`config.mk`:
```
export PLATFORM = sky130hd
export DESIGN_NAME = mppt_po_ctrl
export DESIGN_NICKNAME = d
export VERILOG_FILES = /design/src/rtl/mppt_pkg.sv /design/src/rtl/mppt_accum.sv /design/src/rtl/mppt_avg_power.sv /design/src/rtl/mppt_po_step.sv /design/src/rtl/mppt_po_ctrl.sv
export SDC_FILE = /design/constraint.sdc
export NUM_CORES = 1
export LEC_CHECK = 0
export BUFFER_PORTS_ARGS = -buffer_cell sky130_fd_sc_hd__buf_2
export CORE_MARGIN = 3
export CORE_UTILIZATION = 30
export CTS_BUF_LIST = sky130_fd_sc_hd__clkbuf_8
export CTS_CLUSTER_DIAMETER = 60
export DETAILED_ROUTE_END_ITERATION = 12
export HOLD_SLACK_MARGIN = 0.02
export PLACE_DENSITY_LB_ADDON = 0.3
export SETUP_SLACK_MARGIN = 0.1
export SLEW_MARGIN = 20
export SYNTH_ARGS = -nofsm -noshare
export SYNTH_HDL_FRONTEND = slang
export SYNTH_SLANG_ARGS = --single-unit
```
`constraint.sdc`:
```
create_clock -name clk -period 113.6 [get_ports clk]
set_clock_uncertainty 0.2 [all_clocks]
set_input_delay 5.68 -clock clk [delete_from_list [all_inputs] [get_ports clk]]
set_output_delay 5.68 -clock clk [all_outputs]
set_load 0.01 [all_outputs]
```
`src/rtl/mppt_pkg.sv`:
```
package mppt_pkg;

    typedef enum logic {
        DIR_DN = 1'b0,
        DIR_UP = 1'b1
    } dir_e;

    function automatic dir_e dir_flip(input dir_e d);
        return (d == DIR_UP) ? DIR_DN : DIR_UP;
    endfunction

endpackage

```
`src/rtl/mppt_accum.sv`:
```
module mppt_accum #(
    parameter int VW = 12,
    parameter int IW = 12,
    parameter int CW = 8
) (
    input  logic             clk,
    input  logic             rst,
    input  logic             cyc_i,
    input  logic             vld_i,
    input  logic [VW-1:0]    v_i,
    input  logic [IW-1:0]    i_i,
    output logic [VW+CW-1:0] sum_v_o,
    output logic [IW+CW-1:0] sum_i_o,
    output logic [CW-1:0]    cnt_o
);
    localparam int SVW = VW + CW;
    localparam int SIW = IW + CW;
    localparam logic [CW-1:0] CNT_FULL = '1;

    logic [SVW-1:0] sv_q;
    logic [SIW-1:0] si_q;
    logic [CW-1:0]  cnt_q;

    always_ff @(posedge clk) begin
        if (rst) begin
            sv_q  <= '0;
            si_q  <= '0;
            cnt_q <= '0;
        end else if (cyc_i) begin
            sv_q  <= vld_i ? SVW'(v_i) : '0;
            si_q  <= vld_i ? SIW'(i_i) : '0;
            cnt_q <= vld_i ? CW'(1) : '0;
        end else if (vld_i && cnt_q != CNT_FULL) begin
            sv_q  <= sv_q + SVW'(v_i);
            si_q  <= si_q + SIW'(i_i);
            cnt_q <= cnt_q + CW'(1);
        end
    end

    assign sum_v_o = sv_q;
    assign sum_i_o = si_q;
    assign cnt_o   = cnt_q;

    // a new cycle starts from an empty count unless a sample arrives with the pulse
    a_r2_restart: assert property (@(posedge clk) disable iff (rst)
        (cyc_i && !vld_i) |=> (cnt_o == '0));

    // each valid sample inside a cycle adds exactly one to the count
    a_r2_count: assert property (@(posedge clk) disable iff (rst)
        (!cyc_i && vld_i && cnt_q != CNT_FULL) |=> (cnt_o == $past(cnt_o) + CW'(1)));

endmodule

```
`src/rtl/mppt_avg_power.sv`:
```
module mppt_avg_power #(
    parameter int VW = 12,
    parameter int IW = 12,
    parameter int CW = 8
) (
    input  logic [VW+CW-1:0] sum_v_i,
    input  logic [IW+CW-1:0] sum_i_i,
    input  logic [CW-1:0]    cnt_i,
    output logic [VW+IW-1:0] pwr_o
);
    localparam int SVW = VW + CW;
    localparam int SIW = IW + CW;
    localparam int PW  = VW + IW;

    logic [SVW-1:0] q_v;
    logic [SIW-1:0] q_i;
    logic [VW-1:0]  avg_v;
    logic [IW-1:0]  avg_i;

    always_comb begin
        if (cnt_i == '0) begin
            q_v = '0;
            q_i = '0;
        end else begin
            q_v = sum_v_i / SVW'(cnt_i);
            q_i = sum_i_i / SIW'(cnt_i);
        end
        avg_v = q_v[VW-1:0];
        avg_i = q_i[IW-1:0];
        pwr_o = PW'(avg_v) * PW'(avg_i);
    end

    // a mean never exceeds the largest value one sample can hold
    always_comb begin
        a_r2_mean_fits: assert (q_v[SVW-1:VW] == '0 && q_i[SIW-1:IW] == '0);
    end

endmodule

```
`src/rtl/mppt_po_step.sv`:
```
module mppt_po_step
    import mppt_pkg::*;
#(
    parameter int PW   = 24,
    parameter int MW   = 10,
    parameter int MMIN = 64,
    parameter int MMAX = 900,
    parameter int STEP = 16
) (
    input  logic          clk,
    input  logic          rst,
    input  logic          cyc_i,
    input  logic          has_smp_i,
    input  logic [PW-1:0] pwr_i,
    output logic [MW-1:0] m_o
);
    localparam int XW = MW + 2;
    localparam logic [MW-1:0] M_LO = MW'(MMIN);
    localparam logic [MW-1:0] M_HI = MW'(MMAX);
    localparam logic signed [XW-1:0] X_LO = XW'(MMIN);
    localparam logic signed [XW-1:0] X_HI = XW'(MMAX);
    localparam logic signed [XW-1:0] X_ST = XW'(STEP);

    dir_e          dir_q, dir_t, dir_n;
    logic [MW-1:0] m_q, m_n;
    logic [PW-1:0] pref_q;
    logic signed [XW-1:0] raw;

    always_comb begin
        dir_t = (pwr_i >= pref_q) ? dir_q : dir_flip(dir_q);
        raw   = (dir_t == DIR_UP) ? ($signed({2'b00, m_q}) + X_ST)
                                  : ($signed({2'b00, m_q}) - X_ST);
        if (raw > X_HI)      m_n = M_HI;
        else if (raw < X_LO) m_n = M_LO;
        else                 m_n = raw[MW-1:0];
        if (m_n == M_HI && dir_t == DIR_UP)      dir_n = DIR_DN;
        else if (m_n == M_LO && dir_t == DIR_DN) dir_n = DIR_UP;
        else                                     dir_n = dir_t;
    end

    always_ff @(posedge clk) begin
        if (rst) begin
            m_q    <= M_LO;
            dir_q  <= DIR_UP;
            pref_q <= '0;
        end else if (cyc_i && has_smp_i) begin
            m_q    <= m_n;
            dir_q  <= dir_n;
            pref_q <= pwr_i;
        end
    end

    assign m_o = m_q;

    // index stays inside the conduction-mode window
    a_r6_in_window: assert property (@(posedge clk) disable iff (rst)
        (m_q >= M_LO) && (m_q <= M_HI));

    // no movement without a cycle start
    a_r3_hold_mid_cycle: assert property (@(posedge clk) disable iff (rst)
        !cyc_i |=> $stable(m_q));

    // an empty cycle changes nothing
    a_r8_empty_cycle: assert property (@(posedge clk) disable iff (rst)
        (cyc_i && !has_smp_i) |=> ($stable(m_q) && $stable(pref_q) && $stable(dir_q)));

    // a single update moves by at most one step
    a_r5_step_size: assert property (@(posedge clk) disable iff (rst)
        cyc_i |=> ((int'(m_q) <= int'($past(m_q)) + STEP) &&
                   (int'(m_q) + STEP >= int'($past(m_q)))));

    // sitting on the top bound after an upward step leaves the direction downward
    a_r7_turn_at_top: assert property (@(posedge clk) disable iff (rst)
        (cyc_i && has_smp_i && dir_t == DIR_UP && m_n == M_HI) |=> (dir_q == DIR_DN));

endmodule

```
`src/rtl/mppt_po_ctrl.sv`:
```
module mppt_po_ctrl #(
    parameter int VW   = 12,
    parameter int IW   = 12,
    parameter int CW   = 8,
    parameter int MW   = 10,
    parameter int MMIN = 64,
    parameter int MMAX = 900,
    parameter int STEP = 16
) (
    input  logic          clk,
    input  logic          rst,
    input  logic          smp_vld,
    input  logic [VW-1:0] v_smp,
    input  logic [IW-1:0] i_smp,
    input  logic          cyc_start,
    output logic [MW-1:0] m_idx
);
    localparam int PW = VW + IW;

    logic [VW+CW-1:0] sum_v;
    logic [IW+CW-1:0] sum_i;
    logic [CW-1:0]    cnt;
    logic [PW-1:0]    pwr;

    mppt_accum #(.VW(VW), .IW(IW), .CW(CW)) u_accum (
        .clk     (clk),
        .rst     (rst),
        .cyc_i   (cyc_start),
        .vld_i   (smp_vld),
        .v_i     (v_smp),
        .i_i     (i_smp),
        .sum_v_o (sum_v),
        .sum_i_o (sum_i),
        .cnt_o   (cnt)
    );

    mppt_avg_power #(.VW(VW), .IW(IW), .CW(CW)) u_avg (
        .sum_v_i (sum_v),
        .sum_i_i (sum_i),
        .cnt_i   (cnt),
        .pwr_o   (pwr)
    );

    mppt_po_step #(.PW(PW), .MW(MW), .MMIN(MMIN), .MMAX(MMAX), .STEP(STEP)) u_step (
        .clk       (clk),
        .rst       (rst),
        .cyc_i     (cyc_start),
        .has_smp_i (cnt != '0),
        .pwr_i     (pwr),
        .m_o       (m_idx)
    );

endmodule

```
Word-level counts from Yosys, hierarchy flattened
Index checks and enable logic that the tools add are counted.
- register bits after elaboration: 83
- input port bits: 28
- reductions and logical operators: 7
- add/sub/neg operators: 5
- bitwise operators: 1
- div/mod/pow operators: 2
- equality and inequality tests: 3
- multipliers: 1
- $lt $le $gt $ge: 3
- mux-type cells: 18
- operator list (kind ; count):
    20-bit two-way mux ; 4
    12-bit two-way mux ; 5
    20-bit by 12-bit adder with 20-bit output ; 2
    20-bit by 8-bit divider with 20-bit output ; 2
    24-bit >= comparator ; 1
    12-bit by 12-bit multiplier with 24-bit output ; 1
    10-bit two-way mux ; 2
    8-bit two-way mux ; 2
    12-bit by 11-bit greater-than comparator with 1-bit output (second input constant) ; 1
    12-bit by 8-bit less-than comparator with 1-bit output (second input constant) ; 1
    10-bit by 5-bit adder with 11-bit output (second input constant) ; 1
    10-bit by 5-bit subtractor with 11-bit output (second input constant) ; 1
    10-bit equality test (second input constant) ; 1
    10-bit by 7-bit equality test with 1-bit output (second input constant) ; 1
    8-bit by 1-bit adder with 8-bit output (second input constant) ; 1
    8-bit logical NOT ; 1
    8-bit inequality test (second input constant) ; 1
    8-bit nonzero test ; 1
    1-bit two-way mux ; 5
    1-bit logical AND ; 4
    2-bit nonzero test ; 1
    1-bit inverter ; 1

Logic depth before layout (Yosys ltp)
Gate-level depths: netlist of run 1.
- word-level depth: 13
- mapped depth: 272

Cells and area by module
From an unflattened synthesis of run 1, not the netlist that was laid out.
- cells, all modules: 3575
- area, all modules: 26307.7 um^2
- by module, submodules not included (module ; cells each ; area each (um^2) ; instances):
    mppt_avg_power ; 2834 ; 20524.7 ; 1
    mppt_accum ; 391 ; 3135.5 ; 1
    mppt_po_step ; 347 ; 2631.3 ; 1
    mppt_po_ctrl ; 3 ; 16.3 ; 1

Worst setup path before layout of run 1
Ideal clock, no wire load.
- kind: register to register
- start: reg u_accum.cnt_q[0] (netlist: u_accum.cnt_o[0])
- end: reg u_step.dir_q
- path buffers: 22
- library setup time: 0.122 ns
- stages on the path, launching flop included: 253
- arrival time: 50.006 ns
- required time: 113.278 ns
- path slack: 63.272 ns
- cells stage by stage: dfxtp_1 -> inv_1 -> ha_1 -> a21oi_1 -> ha_1 -> or3_1 -> nand3_1 -> o21ai_0 -> ha_1 -> a21o_1 -> o211a_1 -> o32a_1 -> inv_1 -> ha_1 -> or3_1 -> a211oi_1 -> a21o_1 -> inv_1 -> [217 not listed] -> o21bai_1 -> a21oi_1 -> o21bai_1 -> a21oi_1 -> xnor2_1 -> ha_1 -> o21ai_0 -> nand2b_1 -> and4_1 -> a311oi_1 -> nand3_1 -> or3_1 -> o31ai_1 -> xnor2_1 -> or2_2 -> o311ai_0 -> a21oi_1 -> a311o_1
- cells in the longest elaborated chain, start to end: 13
- RTL lines (element ; RTL line ; source):
    start, declared ; mppt_accum.sv:22 ; logic [CW-1:0] cnt_q;
    start signal, assigned ; mppt_accum.sv:32 ; cnt_q <= vld_i ? CW'(1) : '0;
    start signal, assigned ; mppt_accum.sv:36 ; cnt_q <= cnt_q + CW'(1);
    20-bit by 8-bit divider with 20-bit output (tied with other cells) ; mppt_avg_power.sv:25 ; q_v = sum_v_i / SVW'(cnt_i);
    12-bit two-way mux ; mppt_avg_power.sv:21 ; if (cnt_i == '0) begin
    12-bit by 12-bit multiplier with 24-bit output (*) ; mppt_avg_power.sv:30 ; pwr_o = PW'(avg_v) * PW'(avg_i);
    net pwr[23] ; mppt_po_ctrl.sv:23 ; logic [PW-1:0] pwr;
    24-bit >= comparator (*) ; mppt_po_step.sv:30 ; dir_t = (pwr_i >= pref_q) ? dir_q : dir_flip(dir_q);
    1-bit two-way mux (*) ; mppt_po_step.sv:30 ;
    12-bit two-way mux ; mppt_po_step.sv:31 ; raw = (dir_t == DIR_UP) ? ($signed({2'b00, m_q}) + X_ST)
    12-bit by 8-bit less-than comparator with 1-bit output ; mppt_po_step.sv:34 ; else if (raw < X_LO) m_n = M_LO;
    10-bit two-way mux ; mppt_po_step.sv:34 ;
    10-bit two-way mux ; mppt_po_step.sv:33 ; if (raw > X_HI) m_n = M_HI;
    10-bit by 7-bit equality test with 1-bit output ; mppt_po_step.sv:37 ; else if (m_n == M_LO && dir_t == DIR_DN) dir_n = DIR_UP;
    1-bit logical AND ; mppt_po_step.sv:37 ;
    1-bit two-way mux ; mppt_po_step.sv:37 ;
    1-bit two-way mux (*) ; mppt_po_step.sv:36 ; if (m_n == M_HI && dir_t == DIR_UP) dir_n = DIR_DN;
    end signal, assigned ; mppt_po_step.sv:48 ; dir_q <= dir_n;
    end, declared ; mppt_po_step.sv:24 ; dir_e dir_q, dir_t, dir_n;
The timed path passes the listed nets; every way through them passes the cells marked *.
A chain may end at the register's enable or synchronous reset.

Worst setup path after layout of run 1
- start: reg u_accum.cnt_q[7] (netlist: u_accum.cnt_o[7])
- end: reg u_step.dir_q
Same word-level chain as after synthesis.

==> flow_summary.ini, run 1 <==
[grt]
grt_pass1_wl_mm = 126
grt_max_degree = 40
grt_use_total = 0.171
overflow = 0
grt_pass1_vias = 24000
antenna_found_initial = 1

[clock_network]
clock_path_buffers = 2
cts_resized = 0
clock_latency_ns = 0.45
cts_setup_buffers = 0
cts_buffers = 9
h-tree-depth = 3
clkSinkCount = 83
clockRootBuffer = clkbuf_8
cts_hold_buf = 0
path_clk_slew_ns = 0.12
cts_tree = yes

[worst_setup_path]
arrival_ns = 59.13
crit_top_cell = o21a_1
cp-end-kind = flip-flop
critPathKind = flip-flop to flip-flop
critPathMaxFanout = 29
r2r_cells = 236
timing.reg2reg.setup_slack_ns = 54.60
cp-start-kind = flip-flop
r2r-end = u_step.dir_q
slowest_stage = and3_1
crit_end = u_step.dir_q
reg2reg_from = u_accum.cnt_o[7]
crit_path_max_incr_delay_ns = 0.85
cp.required_ns = 113.73
crit_start = u_accum.cnt_o[7]

[finish]
final_util = 0.325
n_fill_cell = 8949
layout_commonest_cell = nand2_1
drive_gt1_frac = 0.0714
syn2layout_area_growth_pct = 6.31
layout.nets = 3937
layout_common_cells = 388 x nand2_1, 381 x ha_1, 335 x nor2_1

[floorplanning]
initial_utilization = 0.306
die_area_mm2 = 0.0880
die_x_um = 297
pin_count = 38
die_height_um = 297
core_region_area_mm2 = 0.0829
num_rows = 105

[sta]
fin_crit_ns = 59.00
relSlewSlack = 0.280
max_freq_ghz = 0.0169
post-route-period-util = 0.519
slew_viol_final = 0
rsz0062_at_grt = false
worstMarginPinSlew_ns = 1.08
setup_tns_ns = 0
setup_viol = 0
hold_violations = 0

[detailed_routing]
drt_pass1_iterations = 6
vias = 24700
vias_per_cell = 5.43
drt-total-wl_mm = 76.9
drc = 0
wire_per_inst_um = 16.9
drtIter0Drc = 1436
ant_nets = 0

[placed_design]
hpwl_mm = 61.4
portBuffers = 37
gp_congestion = 0.902

[yosys]
synth-edff-count = 0
synth-seq-cells = 83
ys.flop_type = dfxtp_1
synth_area_per_cell_um2 = 7.31
synth.distinct_cells = 119
synth_top_family_by_area = compound AO/OA/AOI/OAI gates
synth_compound_area_frac = 0.273
synth_xor_area_frac = 0.0611
yosysSeqAreaShare = 0.0655
synth_warnings = 0
synth_nets = 3978
synthMuxAreaShare = 0.0342
synth-simple-area-share = 0.242
syn-cell-area_mm2 = 0.0254
ys_async_sr_fraction = 0
synth_fa_ha_area_frac = 0.269
synthCells = 3467

[hold_path]
hold_class = flip-flop to flip-flop

[run_status]
status = finished, final reports clean

[flow_run]
max-cap-violations = 0
[area by class of cell]
cell class / instances / area [um2] / share of cell area
antenna: 1 / 2.50 / 0.0000928
clock buffer: 9 / 124 / 0.00460
tap: 1123 / 1410 / 0.0521
multi-input combinational: 3019 / 22300 / 0.829
sequential: 83 / 1660 / 0.0616
clock inverter: 7 / 87.6 / 0.00325
timing repair buffer: 68 / 415 / 0.0154
inverter: 245 / 920 / 0.0341
[cell families after synthesis]
family,Yosys count
simple gates,1283
compound gates,999
fa+ha+maj,483
buf+inv,365
xor+xnor,174
flops,83
mux,80
[stage by stage]
step | cell area, um2 | setup WS, ns | hold slack [ns] | instances
2_1_floorplan | 25400 | 63.27 | 0.236 | 3467
3_3_place_gp | 26700 | 54.14 | 0.244 | 4537
3_5_place_dp | 26700 | 55.04 | 0.246 | 4537
4_1_cts | 26900 | 54.70 | 0.263 | 4553
5_1_grt | 27000 | 49.29 | 0.274 | 4555
6_report | 27000 | 54.60 | 0.259 | 4555
[state kept, by name, indices dropped and copies added, names as in the netlist]
signal and cells:
u_step.pref_q 24, u_accum.sum_i_o 20, u_accum.sum_v_o 20, u_step.m_o 10
u_accum.cnt_o 8, u_step.dir_q 1
[worst max-delay path: cells and delay by family, from the launching register on]
kind / cells / cell delay, ns
AOI/OAI and AO/OA: 133 / 29.71
and+or+nand+nor: 57 / 17.01
adders and majority gates: 26 / 8.38
buffers and inverters: 14 / 1.57
muxes: 4 / 1.06
DFF: 1 / 0.51
xor gates and xnor gates: 2 / 0.32
[worst min-delay path by stage]
stage / from / endpoint / slack, ns / cells past startpoint
after global placement: u_step.pref_q[1] / u_step.pref_q[1] / 0.24 / 2
after global routing: u_step.pref_q[17] / u_step.pref_q[17] / 0.27 / 2
after floorplan: u_step.pref_q[10] / u_step.pref_q[10] / 0.24 / 2
final: u_step.pref_q[16] / u_step.pref_q[16] / 0.26 / 2
after detailed placement: u_step.pref_q[8] / u_step.pref_q[8] / 0.25 / 2
after CTS: u_step.pref_q[17] / u_step.pref_q[17] / 0.26 / 2
[Yosys cell counts, types with 33 or more instances]
cell type / n / area (um2)
a21o_1: 87 / 653
o21bai_1: 37 / 278
nor2_1: 336 / 1260
o31ai_1: 61 / 458
mux2i_1: 33 / 330
nand2b_1: 43 / 269
clkbuf_1: 98 / 368
fa_1: 102 / 2040
dfxtp_1: 83 / 1660
ha_1: 381 / 4770
o211ai_1: 36 / 270
inv_1: 244 / 916
nand3_1: 64 / 320
xnor2_1: 124 / 1090
nor3_1: 182 / 911
mux2_2: 44 / 495
o21a_1: 153 / 1150
a21oi_1: 247 / 1240
xor2_1: 48 / 420
o21ai_0: 136 / 681
nand2_1: 388 / 1460
[routing by layer]
metal | up-vias | wire length [um] | GRT usage
met1 | 11700 | 37200 | 0.232
met2 | 420 | 35600 | 0.294
li1 | 12500 | - | -
met4 | 0 | 1740 | 0.0452
met3 | 86 | 2310 | 0.0115
met5 | - | 0 | 0
Power of run 1 is not shown: default switching activity piles up to over one toggle a cycle in this logic, so the estimate is an artifact.
==> run 2: changes to the inputs <==
- clock period: 113.6 -> 58.9 ns (I/O delays scaled with it)
==> run 2 against run 1 <==
Sequential share of layout area decreased by 0.078 points; utilization is 0.42 points higher; critical path type unchanged; critical endpoint unchanged; first-iteration DRC count increased by 8.1%; register-to-register slack worse by 50 ns.
==> flow_summary.ini, run 2 (same netlist as run 1, synthesis figures left out) <==
[clock_network]
clock_path_buffers = 2
clock_latency_ns = 0.45
cts_buffers = 9
cts_hold_buf = 0
h-tree-depth = 3
path_clk_slew_ns = 0.09
cts_tree = yes
clkSinkCount = 83
clockRootBuffer = clkbuf_8

[floorplanning]
die_height_um = 297
num_rows = 105
pin_count = 38
core_region_area_mm2 = 0.0829
die_area_mm2 = 0.0880
initial_utilization = 0.306
die_x_um = 297

[sta]
worstMarginPinSlew_ns = 0.955
fin_crit_ns = 54.67
setup_tns_ns = 0
slew_viol_final = 0
setup_viol = 0
max_freq_ghz = 0.0183
worst_hold_slack_ns = 0.258
rsz0062_at_grt = false
relSlewSlack = 0.354
post-route-period-util = 0.928
hold_violations = 0

[placed_design]
gp_congestion = 0.871
dp.cells = 4564
portBuffers = 37
hpwl_mm = 61.9

[worst_setup_path]
cp-start-kind = flip-flop
arrival_ns = 54.79
cp-end-kind = flip-flop
crit_top_cell = o21a_1
critPathMaxFanout = 24
slowest_stage = or4_4
crit_path_max_incr_delay_ns = 0.70
critPathKind = flip-flop to flip-flop
cp.required_ns = 59.02

[detailed_routing]
drtIter0Drc = 1552
drt_pass1_iterations = 5
drc = 0
wire_per_inst_um = 16.8
vias = 24800
vias_per_cell = 5.41
drt-total-wl_mm = 77.2
ant_nets = 0

[flow_run]
max-cap-violations = 0

[grt]
antenna_found_initial = 6
grt_max_degree = 61
grt_pass1_wl_mm = 126
grt_pass1_vias = 24100
grt_use_total = 0.171
overflow = 0

[finish]
syn2layout_area_growth_pct = 7.67
top_register = u_step.pref_q
layout_common_cells = 386 x nand2_1, 381 x ha_1, 332 x nor2_1
largest_reg_flops = 24
layout_commonest_cell = nand2_1
layout.nets = 3971
final_util = 0.329
instances_no_fill = 4592
drive_gt1_frac = 0.0863

[run_status]
status = finished, final reports clean

[hold_path]
hold_class = flip-flop to flip-flop
==> run 2: changes by cell type in the layout (fill, tap and decap cells not counted), moves of 3 or more <==
cell / delta
a21oi_1: -3
a21oi_2: +3
buf_4: +34
nor2_4: +3
diode_2: +3
nor2_1: -3
==> run 2: final timing paths <==
| path | endpoint | cells past startpoint | slack [ns] | from |
|---|---|---|---|---|
| setup / recovery | u_step.dir_q | 244 | 4.23 | u_accum.cnt_o[7] |
| hold reg to reg | u_step.pref_q[10] | 2 | 0.26 | u_step.pref_q[10] |
| hold / removal | u_step.pref_q[10] | 2 | 0.26 | u_step.pref_q[10] |
| setup reg to reg | u_step.dir_q | 244 | 4.23 | u_accum.cnt_o[7] |
==> run 2: layout make-up <==
type                            instances  area, um2
Fill cell                            8920      55600
Multi-Input combinational cell       3019      22500
Sequential cell                        83       1660
Tap cell                             1123       1410
Inverter                              245        920
Timing Repair Buffer                  102        677
Clock buffer                            9        124
Clock inverter                          7       51.3
Antenna cell                            4       10.0
==> run 2: worst max-delay path: cells and delay by family, from the launching register on <==
kind | cells | cell delay, ns
adders and majority gates | 25 | 8.19
xor gates and xnor gates | 2 | 0.35
buffers and inverters | 9 | 0.89
AOI/OAI and AO/OA | 139 | 28.52
DFF | 1 | 0.52
and+or+nand+nor | 66 | 14.85
muxes | 3 | 0.97
==> run 2: metal layers <==
metal | track usage | routed length (um)
met5 | 0 | 0
met4 | 0.0400 | 1490
met3 | 0.0157 | 3030
met2 | 0.299 | 36200
met1 | 0.227 | 36500
==> run 2: per-stage QoR <==
stage	instance area [um2]	worst slack [ns]
after floorplan	25400	8.57
after global placement	26900	1.54
after detailed placement	26900	1.21
after CTS	27100	1.01
after global routing	27300	0.157
final	27300	4.23
==> run 2: timing repair <==
action / CTS / global route
setup buffers: 0 / 7
endpoints found under the setup margin: 0 / 18
gates resized for setup: 0 / 30
Power of run 2 is left out for the same reason.
